===== config.mk =====
export PLATFORM = sky130hd
export DESIGN_NAME = wide_div_chain
export DESIGN_NICKNAME = d
export VERILOG_FILES = /design/src/rtl/divchain_pkg.sv /design/src/rtl/divchain_stage.sv /design/src/rtl/divchain_carry.sv /design/src/rtl/divchain_reload.sv /design/src/rtl/wide_div_chain.sv
export SDC_FILE = /design/constraint.sdc
export NUM_CORES = 1
export LEC_CHECK = 0
export ABC_AREA = 1
export BUFFER_PORTS_ARGS = -buffer_cell sky130_fd_sc_hd__buf_2
export CORE_MARGIN = 10
export CORE_UTILIZATION = 51
export CTS_CLUSTER_DIAMETER = 200
export DETAILED_ROUTE_END_ITERATION = 6
export PLACE_DENSITY = 0.8
export SLEW_MARGIN = 20
export SYNTH_ARGS = -nofsm -noshare
export SYNTH_HDL_FRONTEND = slang
export SYNTH_SLANG_ARGS = --single-unit

===== constraint.sdc =====
create_clock -name clk -period 1.9 [get_ports clk]
set_input_delay 0.38 -clock clk [delete_from_list [all_inputs] [get_ports clk]]
set_output_delay 0.38 -clock clk [all_outputs]
set_load 0.01 [all_outputs]

===== src/rtl/divchain_pkg.sv =====
package divchain_pkg;
   typedef enum logic {
      MODE_COUNT  = 1'b0,
      MODE_DIVIDE = 1'b1
   } chain_mode_e;

   localparam int unsigned DEF_STAGE_W    = 8;
   localparam int unsigned DEF_NUM_STAGES = 4;
endpackage


===== src/rtl/divchain_stage.sv =====
module divchain_stage #(
   parameter int unsigned WIDTH = 8
) (
   input  logic             clk,
   input  logic             rst_n,
   input  logic             load_n,
   input  logic             cen_n,
   input  logic [WIDTH-1:0] preset,
   output logic [WIDTH-1:0] q,
   output logic             tc_n
);
   always_ff @(posedge clk or negedge rst_n) begin
      if (!rst_n)       q <= '0;
      else if (!load_n) q <= preset;
      else if (!cen_n)  q <= q + 1'b1;
   end

   // active-low all-ones flag, decoded from the stage's own state
   assign tc_n = ~(&q);
endmodule


===== src/rtl/divchain_carry.sv =====
module divchain_carry #(
   parameter int unsigned NUM_STAGES = 4,
   parameter bit          LOOKAHEAD  = 1'b0
) (
   input  logic                  chain_en_n,
   input  logic [NUM_STAGES-2:0] lower_tc_n,
   output logic [NUM_STAGES-1:0] stage_cen_n
);
   if (LOOKAHEAD) begin : g_flat
      // each enable is one wide OR of the chain enable and all lower flags
      always_comb begin
         for (int i = 0; i < NUM_STAGES; i++) begin
            stage_cen_n[i] = chain_en_n;
            for (int j = 0; j < i; j++) stage_cen_n[i] |= lower_tc_n[j];
         end
      end
   end else begin : g_ripple
      // each enable reuses the one below it plus a single new flag
      assign stage_cen_n[0] = chain_en_n;
      for (genvar i = 1; i < NUM_STAGES; i++) begin : g_link
         assign stage_cen_n[i] = stage_cen_n[i-1] | lower_tc_n[i-1];
      end
   end
endmodule


===== src/rtl/divchain_reload.sv =====
module divchain_reload
   import divchain_pkg::*;
#(
   parameter int unsigned NUM_STAGES = 4
) (
   input  logic [NUM_STAGES-1:0] stage_tc_n,
   input  logic                  sync_load_n,
   input  chain_mode_e           mode,
   output logic                  chain_tc_n,
   output logic                  shared_load_n
);
   // low only when every stage flag is low, i.e. the whole chain is all ones
   assign chain_tc_n = |stage_tc_n;

   always_comb begin
      shared_load_n = sync_load_n;
      if (mode == MODE_DIVIDE) shared_load_n = sync_load_n & chain_tc_n;
   end
endmodule


===== src/rtl/wide_div_chain.sv =====
module wide_div_chain
   import divchain_pkg::*;
#(
   parameter int unsigned STAGE_W    = DEF_STAGE_W,
   parameter int unsigned NUM_STAGES = DEF_NUM_STAGES,
   parameter bit          LOOKAHEAD  = 1'b0
) (
   input  logic                            clk,
   input  logic                            rst_n,
   input  logic                            chain_en_n,
   input  logic                            sync_load_n,
   input  logic                            div_mode,
   input  logic [STAGE_W*NUM_STAGES-1:0]   preset,
   output logic [STAGE_W*NUM_STAGES-1:0]   count,
   output logic                            tc_n
);
   localparam int unsigned COUNT_W = STAGE_W * NUM_STAGES;

   // elaboration-time parameter checks
   if (NUM_STAGES < 2) begin : g_bad_stages
      $error("wide_div_chain: NUM_STAGES must be at least 2 (R9)");
   end
   if (STAGE_W < 1) begin : g_bad_width
      $error("wide_div_chain: STAGE_W must be at least 1 (R9)");
   end

   logic [NUM_STAGES-1:0] stage_tc_n;
   logic [NUM_STAGES-1:0] stage_cen_n;
   logic                  shared_load_n;
   logic                  chain_tc_n;

   divchain_carry #(
      .NUM_STAGES (NUM_STAGES),
      .LOOKAHEAD  (LOOKAHEAD)
   ) u_carry (
      .chain_en_n  (chain_en_n),
      .lower_tc_n  (stage_tc_n[NUM_STAGES-2:0]),
      .stage_cen_n (stage_cen_n)
   );

   divchain_reload #(
      .NUM_STAGES (NUM_STAGES)
   ) u_reload (
      .stage_tc_n    (stage_tc_n),
      .sync_load_n   (sync_load_n),
      .mode          (chain_mode_e'(div_mode)),
      .chain_tc_n    (chain_tc_n),
      .shared_load_n (shared_load_n)
   );

   for (genvar s = 0; s < NUM_STAGES; s++) begin : g_stage
      divchain_stage #(
         .WIDTH (STAGE_W)
      ) u_stage (
         .clk    (clk),
         .rst_n  (rst_n),
         .load_n (shared_load_n),
         .cen_n  (stage_cen_n[s]),
         .preset (preset[s*STAGE_W +: STAGE_W]),
         .q      (count[s*STAGE_W +: STAGE_W]),
         .tc_n   (stage_tc_n[s])
      );
   end

   assign tc_n = chain_tc_n;
endmodule


-- Word level (Yosys, flattened, before mapping)
Cells that the tools add are included.
- bits in registers: 32
- input port bits: 37
- output and inout port bits: 33
- multiplexer cells: 9
- reductions and logical operators: 5
- equal/unequal tests: 4
- bitwise logic cells: 8
- add/sub/neg operators: 4
- operators by type and width (kind ; number):
    $mux 8 ; 8
    $add 8x1->8 const B ; 4
    $reduce_and 8->1 ; 4
    $ne 2x2->1 const B ; 4
    $not 1->1 ; 4
    $reduce_or 4->1 ; 1
    $or 1x1->1 ; 3
    $and 1x1->1 ; 1
    $mux 1 ; 1

-- Longest topological paths before layout
Gate-level depths: netlist of the first run.
- word-level depth: 7
- gate-level depth with buffers: 12

-- By module
Synthesis of the first run repeated with hierarchy kept, for this count alone.
- cells, all modules: 317
- area, all modules: 2149.6 um^2
- modules (own cells, without submodules) (module ; cells an instance ; times used ; area an instance (um^2)):
    divchain_stage ; 76 ; 4 ; 521.8
    divchain_carry ; 7 ; 1 ; 33.8
    divchain_reload ; 6 ; 1 ; 28.8

-- Worst setup path before layout of the first run
Ideal clock, no wire load.
- kind: register -> register
- from: register g_stage[3].u_stage.q[0]
- to: register g_stage[3].u_stage.q[0]
- library setup time: 0.125 ns
- cell stages (with the launch flop): 11
- data arrival time: 1.570 ns
- buffers on the path: 2
- path slack: 0.204 ns
- cells stage by stage: dfrtp_1 > ha_1 > nand2_1 > nor2_1 > nand2_1 > nor2_4 > nand3_4 > buf_6 > buf_6 > nand4_1 > nand3_1
- longest elaborated chain between the ends: 6
- elaborated cells between the ends (all ways): 9
- classes of those cells: add/sub: 1; eq/ne: 1; mux: 3; bitwise: 2; reduce/logical: 2
- ends and longest elaborated chain (what ; RTL line ; RTL):
    start: declaration ; divchain_stage.sv:9 ; output logic [WIDTH-1:0] q,
    start signal: assignment ; divchain_stage.sv:14 ; else if (!load_n) q <= preset;
    start signal: assignment ; divchain_stage.sv:15 ; else if (!cen_n) q <= q + 1'b1;
    parallel branches: the longest is 6 deep, another holds $add 8x1->8 ; -- ;
Several ways; the timed one is not identified. The select of a mux whose other input is x is not followed.
A chain may end at the register's enable or synchronous reset.

-- Worst setup path after layout of the first run
- from: register g_stage[0].u_stage.q[0]
- to: output port tc_n
- longest elaborated chain between the ends: 3
- ends and longest elaborated chain (what ; RTL line ; RTL):
    start: declaration ; divchain_stage.sv:9 ;
    start signal: assignment ; divchain_stage.sv:14 ;
    start signal: assignment ; divchain_stage.sv:15 ;
    $reduce_and 8->1 ; divchain_stage.sv:19 ; assign tc_n = ~(&q);
    $not 1->1 ; divchain_stage.sv:19 ;
    $reduce_or 4->1 ; divchain_reload.sv:13 ; assign chain_tc_n = |stage_tc_n;
    end: declaration ; wide_div_chain.sv:15 ; output logic tc_n
Every way passes these cells.

==> impl_metrics.csv, run 1 <==
group,metric,value,unit
status,outcome,"completed",
floorplan,ioPinCount,70,
cts,clock-sinks,32,
floorplan,dieWidth,86.0,um
worst_setup_path,cp.arrival,1490,ps
global_routing,grt_max_degree,33,
synth,synth_area_per_cell,7.44,sq um
cells_and_area,largest_register_ffs,32,
timing,worst_slew_pin_slew,741,ps
global_routing,grt_pass1_vias,2366,
power,p_per_area,649,nW/um^2
drt,drt-total-wl,6690,um
worst_hold_path,hp-class,"in2async",
cts,cts_made_buffers,5,
drt,vias_per_cell,5.35,
drt,drc,0,
synth,synthCells,299,
timing,hold_ws,143,ps
cells_and_area,final_common_cell,"nand2_1",
worst_setup_path,start_kind,"flip-flop",
cells_and_area,fin_nets,433,
synth,yosysWarnings,0,
timing,skew,6.16,ps
floorplan,core_area,4120,sq um
floorplan,initial_core_util,54.1,%
drt,vias,2371,
cells_and_area,drive_gt1_share,34.6,%
placement,port_buffers,69,
cells_and_area,syn2layout_area_growth,31.2,%
synth,synth_seq_cells,32,
timing,hold_viol_final,0,
drt,drtPass1Iterations,5,
cts,clk_pin_slew,70,ps
worst_setup_path,critPathSlowestCell,"dfrtp_1",
cells_and_area,final_util,70.9,%
synth,ys_seq_area_share,36.0,%
timing,period_minus_slack,1870,ps
synth,synth_top_area_share,36.0,%
worst_setup_path,cp.depth,7,
synth,synth_edf_count,0,
worst_setup_path,worstSetupPathType,"reg2out",
cts,max-clock-path-buffers,2,
worst_setup_path,crit_buf_inv,1,
flow_run,drv_cap,0,
timing,setup_viol,0,
worst_setup_path,cp.required,1520,ps
floorplan,rows,23,
placement,hpwl,4790,um
synth,async_flop_share,100,%
worst_setup_path,cpLargestDelayFamily,"simple AND/OR/NAND/NOR gates",
synth,netlist-cell-type-count,30,
floorplan,dieArea,7400,sq um
synth,synthesis.nets,340,
synth,synth_ff_type,"dfrtp_1",
cells_and_area,n_antenna_cell,0,
synth,syn_area,2220,sq um
worst_setup_path,critical-path-max-stage-delay,370,ps
cts,htreeDepth,2,
floorplan,die_y,86.0,um
cells_and_area,stdcell_area,2920,sq um
cells_and_area,regMostFlops,"g_stage.u_stage.q",
worst_setup_path,rr_worst_depth,10,
cts,insertion_delay,290,ps
worst_setup_path,path_common_cell,"nand2_2",
worst_setup_path,cp_max_fo,3,
cells_and_area,layout_common_cells,"98 x nand2_1, 68 x buf_2, 40 x nand3_1, 32 x dfrtp_1, 28 x buf_4",
drt,antenna_left,0,
timing,rsz0062_at_grt,"true",
synth,synth_area_leaders,"dfrtp_1 36%, nand2_1 18%, nand3_1 9.0%",
cts,cts_tree,"built",
cts,cts_root_buffer,"clkbuf_8",
timing,slew_headroom,50.6,%
drt,drt_iter0_markers,158,
timing,maxSlewViolCount,0,
timing,fin_crit_sh,98.6,%
power,power.leakage,1.53,nW
drt,post_drt_wl_per_cell,15.1,um
worst_setup_path,worst_setup_path_end_kind,"output pin",
placement,place_area,2680,sq um
power,vdd_ir_drop_max,0.378,mV
global_routing,gr-total-overflow,0,
worst_setup_path,cp_cell_sequence,"ha_2 > nand2_2 > nor2_4 > nand2_2 > nor2_4 > nand2_2 > buf_6",
timing,fmax,0.534,GHz
placement,gp_congestion,0.796,
global_routing,antenna_found_initial,0,
global_routing,globalRouteTotalUtil,18.0,%
global_routing,grt_pass1_wl,11000,um
synth,yosysTopAreaCell,"dfrtp_1",
cells_and_area,largestRegisters,"g_stage.u_stage.q x32",
-- per-layer routing --
| metal | part of all wire [%] | track usage [%] |
|---|---|---|
| met1 | 40 | 20.7 |
| met2 | 50 | 30.0 |
| met3 | 8.7 | 6.43 |
| met4 | 1.7 | 6.29 |
| met5 | 0 | 0 |
-- path summary, 6_finish.rpt --
check / start / end / slack (ps)
min: rst_n / g_stage[0].u_stage.q[3] / 140
max in group asynchronous: rst_n / g_stage[2].u_stage.q[4] / 1280
max: g_stage[0].u_stage.q[0] / tc_n / 30
max reg2reg: g_stage[0].u_stage.q[0] / g_stage[3].u_stage.q[5] / 110
min reg2reg: g_stage[0].u_stage.q[3] / g_stage[0].u_stage.q[3] / 510
min in group clk: preset[31] / g_stage[3].u_stage.q[7] / 300
-- stage by stage --
stage	cells	power (mW)	worst slack [ps]	TNS, ps
after floorplan	299	1.09	204	0
after global placement	425	1.29	143	0
after detailed placement	425	1.30	46.1	0
after CTS	441	1.88	0.0475	0
after global routing	443	2.00	-29.0	-29.0
final	443	1.89	25.7	0
-- cells in the mapped netlist, types with 4 or more instances --
| cell | n |
|---|---|
| buf_4 | 4 |
| buf_6 | 4 |
| dfrtp_1 | 32 |
| ha_1 | 4 |
| inv_1 | 19 |
| nand2_1 | 104 |
| nand2_2 | 4 |
| nand3_1 | 40 |
| nand4_1 | 22 |
| nor2_1 | 15 |
| nor2_4 | 6 |
| xnor2_1 | 4 |
| xor2_1 | 12 |
-- report_power, final --
group / switching (mW) / internal, mW / total [mW]
clock network: 0.265 / 0.296 / 0.561
registers: 0.0787 / 0.748 / 0.827
logic: 0.279 / 0.226 / 0.506
total: 0.623 / 1.27 / 1.89
-- worst reg2reg max path, stage by stage (launching register included) --
cell      delay [ps]
dfrtp_1          370
ha_2             210
nand2_2           80
nor2_4           140
buf_4            140
nand3_4          120
inv_2            150
nand3b_4         170
nor2_4           190
nand2_1           70
nand3_1           90
-- repair_timing --
action,4_1_cts,5_1_grt
hold buffers,0,0
resized for setup,5,12
setup endpoints to repair,1,13
pin swaps,5,10
buffers inserted,8,2
gates cloned,0,0
-- logic make-up after synthesis --
group                      share of synthesized area, %
AOI/OAI and AO/OA                                  2.42
xor gates and xnor gates                           6.30
DFF                                                36.0
adders and majority gates                          2.25
and+or+nand+nor                                    45.3
buffers and inverters                              7.76
-- final cells by class --
cell class	count	area, sq um
clock buffers	8	90.1
repair buffers	97	562
inverters	22	85.1
fillers	346	1200
flip-flops and latches	32	801
well taps	50	62.6
multi-input cells	234	1320
No activity file was read; power rests on OpenSTA's default activity.
==> run 2, diff against run 1 <==
Settings changed: ABC_AREA 1 to default, CORE_UTILIZATION 51 to 50.
==> impl_metrics.csv, run 2 <==
group,metric,value,unit
cts,cts_tree,"built",
timing,fmax,0.529,GHz
cts,postCtsHoldBufs,0,
flow_run,drv_cap,0,
drt,drtPass1Iterations,4,
timing,hold_viol_final,0,
synth,synth.top_cells.by_count,"32 x dfrtp_1, 31 x a21oi_2, 29 x nor2_2, 19 x xor2_1, 11 x nand4_1",
worst_hold_path,hp-class,"in2async",
worst_setup_path,cp_max_fo,3,
floorplan,initial_core_util,51.3,%
cts,htreeDepth,2,
cts,cts_root_buffer,"clkbuf_8",
synth,synth_compound_area_share,14.3,%
drt,drt_iter0_markers,56,
cells_and_area,largestRegisters,"g_stage.u_stage.q x32",
worst_setup_path,cp.arrival,1510,ps
power,vdd_ir_drop_max,0.511,mV
timing,rsz0062_at_grt,"true",
status,outcome,"completed",
synth,yosysWarnings,0,
synth,synth-xor-area-share,12.0,%
synth,ys_seq_area_share,39.0,%
cells_and_area,regMostFlops,"g_stage.u_stage.q",
cells_and_area,final_util,72.6,%
drt,post_drt_wl_per_cell,16.6,um
power,power.leakage,1.23,nW
cells_and_area,n_antenna_cell,0,
floorplan,core_area,4000,sq um
synth,synth_top_area_share,39.0,%
cells_and_area,final_common_cell,"buf_2",
global_routing,grt_max_degree,33,
timing,maxSlewViolCount,0,
synth,synth_edf_count,0,
synth,synth_adder_area_share,2.44,%
global_routing,antenna_found_initial,0,
worst_setup_path,worst_setup_path_end_kind,"output pin",
floorplan,die_y,84.1,um
worst_setup_path,cp.required,1520,ps
global_routing,grt_pass1_wl,9040,um
worst_setup_path,rr_worst_depth,6,
synth,yosysMostFrequentCell,"dfrtp_1",
timing,setup_viol,0,
global_routing,gr-total-overflow,0,
timing,slew_headroom,50.8,%
global_routing,globalRouteTotalUtil,15.1,%
floorplan,rows,23,
placement,dp.cells,330,
global_routing,grt_pass1_vias,1933,
placement,dp_slack,62.1,ps
synth,synth_top_family_by_area,"simple AND/OR/NAND/NOR gates",
timing,setup_tns,0,ps
cts,max-clock-path-buffers,2,
synth,yosysTopAreaCell,"dfrtp_1",
floorplan,dieArea,7070,sq um
placement,hpwl,4130,um
timing,hold_ws,157,ps
cells_and_area,drive_gt1_share,64.2,%
synth,synthSimpleGateAreaFrac,26.0,%
cells_and_area,stdcell_area,2900,sq um
timing,skew,5.38,ps
timing,worst_slew_pin_slew,738,ps
timing,setup_ws,8.01,ps
timing,fin_crit_sh,99.6,%
drt,antenna_left,0,
cts,clk_pin_slew,70,ps
placement,place_area,2650,sq um
cells_and_area,fill_cells,300,
synth,synth_area_leaders,"dfrtp_1 39%, a21oi_2 13%, nor2_2 8.8%",
synth,synth_area_per_cell,10.7,sq um
synth,muxShareOfSynthArea,2.68,%
cells_and_area,layout_common_cells,"69 x buf_2, 31 x a21oi_2, 30 x dfrtp_1, 30 x buf_4, 29 x nor2_2",
synth,synthCells,191,
synth,synth_ff_type,"dfrtp_1",
synth,synth_seq_cells,32,
synth,async_flop_share,100,%
floorplan,dieWidth,84.1,um
drt,drc,0,
synth,syn_area,2050,sq um
synth,netlist-cell-type-count,28,
floorplan,ioPinCount,70,
cells_and_area,fin_nets,337,
timing,period_minus_slack,1890,ps
worst_setup_path,start_kind,"flip-flop",
cells_and_area,seqCellArea,803,sq um
drt,vias,1797,
cts,clock-sinks,32,
cells_and_area,syn2layout_area_growth,41.5,%
cts,insertion_delay,280,ps
synth,synthesis.nets,232,
power,power,1.98,mW
drt,vias_per_cell,5.19,
cts,cts_made_buffers,5,
power,p_per_area,682,nW/um^2
drt,drt-total-wl,5740,um
cells_and_area,instances_no_fill,346,
worst_setup_path,worstSetupPathType,"reg2out",
cells_and_area,multiInputGateArea,1250,sq um
placement,port_buffers,69,
cells_and_area,largest_register_ffs,32,
placement,gp_congestion,0.781,
[run 2: per-layer routing]
metal  part of all wire, %  vias to the layer above  global-route usage, %
met5                     0                        -                      0
met4                   1.1                        0                   3.81
met3                   5.0                        8                   4.88
met2                    51                       45                   26.8
met1                    43                      867                   16.9
li1                      -                      877                      -
[run 2: final timing paths]
check	startpoint	to	slack (ps)
max reg2reg	g_stage[3].u_stage.q[1]	g_stage[0].u_stage.q[0]	50
min reg2reg	g_stage[3].u_stage.q[6]	g_stage[3].u_stage.q[6]	640
min	rst_n	g_stage[2].u_stage.q[1]	160
min in group clk	preset[20]	g_stage[2].u_stage.q[4]	330
max	g_stage[2].u_stage.q[1]	tc_n	8
max in group asynchronous	rst_n	g_stage[1].u_stage.q[5]	1240
[run 2: kinds of logic (layout without fill, tap and decap cells)]
group                      Yosys count  count (layout)
AOI/OAI and AO/OA                   32              32
xor gates and xnor gates            28              28
adders and majority gates            4               4
buffers and inverters                8             113
DFF                                 32              32
muxes                                5               5
and+or+nand+nor                     82              82
[run 2: area by class of cell]
cell class              instances  area share, %
repair buffers                105           23.7
inverters                       1          0.129
well taps                      50           2.16
flip-flops and latches         32           27.7
clock buffers                   7           3.32
multi-input cells             151           43.1
[run 2: power by group]
part	total (mW)	switching (mW)	internal [mW]
Combinational	0.579	0.299	0.280
Sequential	0.827	0.0770	0.750
Clock	0.574	0.251	0.323
Total	1.98	0.627	1.35
[run 2: what timing repair did]
item | in CTS | in global routing
gates cloned | 0 | 1
pin swaps | 2 | 2
buffers inserted | 2 | 6
endpoints found under the setup margin | 1 | 28
gates resized for setup | 4 | 10
[run 2: worst max-delay path, cell delays in order, from the launching register on]
cell and delay, ps:
dfrtp_1 410, ha_4 160, nand3_2 110, nor4_4 250, nand4_1 130, buf_2 160
==> run 3, diff against run 2 <==
Clock period 1.9 ns to 1.79 ns, I/O delays scaled along.
==> impl_metrics.csv, run 3 (synthesized netlist as in run 2, its figures left out) <==
group,metric,value,unit
status,outcome,"finished with violations",
status,violations,"setup timing",
global_routing,gr-total-overflow,0,
cts,postCtsHoldBufs,0,
worst_setup_path,start_kind,"flip-flop",
global_routing,grt_pass1_vias,1990,
drt,drt_iter0_markers,64,
cells_and_area,layout_common_cells,"69 x buf_2, 35 x buf_4, 32 x dfrtp_1, 30 x a21oi_2, 20 x nor2_4",
cts,htreeDepth,2,
floorplan,die_y,84.1,um
worst_setup_path,worst_setup_path_end_kind,"output pin",
power,p_per_area,681,nW/um^2
timing,setup_tns,-2100,ps
cells_and_area,drive_gt1_share,67.2,%
drt,antenna_left,0,
cells_and_area,syn2layout_area_growth,55.5,%
worst_hold_path,hp-class,"in2async",
cells_and_area,largestRegisters,"g_stage.u_stage.q x32",
placement,port_buffers,69,
floorplan,rows,23,
global_routing,grt_max_degree,33,
drt,drc,0,
cells_and_area,instances_no_fill,361,
floorplan,initial_core_util,51.3,%
worst_setup_path,worstSetupPathType,"reg2out",
worst_setup_path,cp_max_fo,3,
global_routing,globalRouteTotalUtil,17.0,%
cts,cts_root_buffer,"clkbuf_8",
timing,setup_viol,32,
floorplan,core_area,4000,sq um
floorplan,dieWidth,84.1,um
floorplan,dieArea,7070,sq um
timing,period_minus_slack,1930,ps
global_routing,antenna_found_initial,0,
power,vdd_ir_drop_max,0.449,mV
cells_and_area,final_util,79.8,%
placement,gp_congestion,0.772,
placement,hpwl,4400,um
timing,worst_slew_pin_slew,741,ps
timing,setup_ws,-140,ps
worst_setup_path,cp.arrival,1570,ps
power,power,2.17,mW
cells_and_area,n_antenna_cell,0,
timing,slew_headroom,50.6,%
timing,hold_viol_final,0,
cells_and_area,regMostFlops,"g_stage.u_stage.q",
power,power.leakage,1.33,nW
cells_and_area,largest_register_ffs,32,
cells_and_area,final_common_cell,"buf_2",
cts,max-clock-path-buffers,2,
flow_run,drv_cap,0,
worst_setup_path,cp.required,1430,ps
timing,rsz0062_at_grt,"true",
drt,drtPass1Iterations,4,
cts,cts_made_buffers,5,
global_routing,grt_pass1_wl,9890,um
cts,clock-sinks,32,
cts,clk_pin_slew,60,ps
timing,skew,4.22,ps
drt,post_drt_wl_per_cell,17.9,um
timing,fin_crit_sh,108,%
cells_and_area,fill_cells,237,
timing,maxSlewViolCount,0,
cts,cts_tree,"built",
cts,insertion_delay,290,ps
timing,fmax,0.518,GHz
cells_and_area,fin_nets,351,
drt,drt-total-wl,6450,um
placement,dp.cells,340,
drt,vias_per_cell,5.27,
floorplan,ioPinCount,70,
drt,vias,1902,
[run 3: cell types whose count changed in the layout (fill, tap and decap cells not counted), moves of 5 or more]
cell and delta:
nor2_2 -19, buf_4 +5, buf_6 +6, nor2_4 +20
[run 3: cell type report]
type,count,area (sq um),share of cell area [%]
multi-input combinational,151,1390,43.4
inverter,1,3.75,0.118
sequential,32,801,25.1
clock buffer,8,90.1,2.82
timing repair buffer,119,850,26.6
tap,50,62.6,1.96
[run 3: worst paths after layout]
kind,start,end,slack [ps],cells after the start
worst max register to register,g_stage[0].u_stage.q[1],g_stage[0].u_stage.q[0],-130,7
worst min-delay path,rst_n,g_stage[0].u_stage.q[2],130,1
max in group asynchronous,rst_n,g_stage[1].u_stage.q[1],1190,1
worst min register to register,g_stage[1].u_stage.q[7],g_stage[1].u_stage.q[7],630,2
worst max-delay path,g_stage[0].u_stage.q[1],tc_n,-140,5
min in group clk,preset[26],g_stage[3].u_stage.q[2],300,3
[run 3: per-stage QoR]
stage / cell area (sq um) / setup slack (ps) / hold slack (ps)
finish: 3190 / -140 / 129
global route: 3190 / -200 / 182
CTS: 2980 / -101 / 144
detailed placement: 2750 / -89.3 / 451
global placement: 2750 / 41.7 / 442
floorplan: 2100 / -38.9 / 62.4
[run 3: critical path, stage by stage (launching register included)]
cell,delay (ps)
dfrtp_1,370
ha_2,190
nand4_1,210
nor3_2,210
nand4_1,130
buf_2,160
[run 3: power breakdown]
part / switching (mW) / internal, mW / leakage (nW)
Combinational: 0.371 / 0.352 / 0.925
Sequential: 0.0700 / 0.796 / 0.357
Clock: 0.272 / 0.313 / 0.0455
Total: 0.713 / 1.46 / 1.33
[run 3: per-layer routing]
layer	up-vias	share of wire, %	global-route usage, %
met5	-	0	0
met4	0	1.1	4.41
met3	9	6.4	5.37
met2	66	52	30.0
met1	921	40	19.0
li1	906	-	-
[run 3: timing repair]
action	in CTS	in global routing
cloned	1	2
buffers inserted	7	5
pin swaps	7	21
gates resized for setup	16	28
setup endpoints to repair	26	33
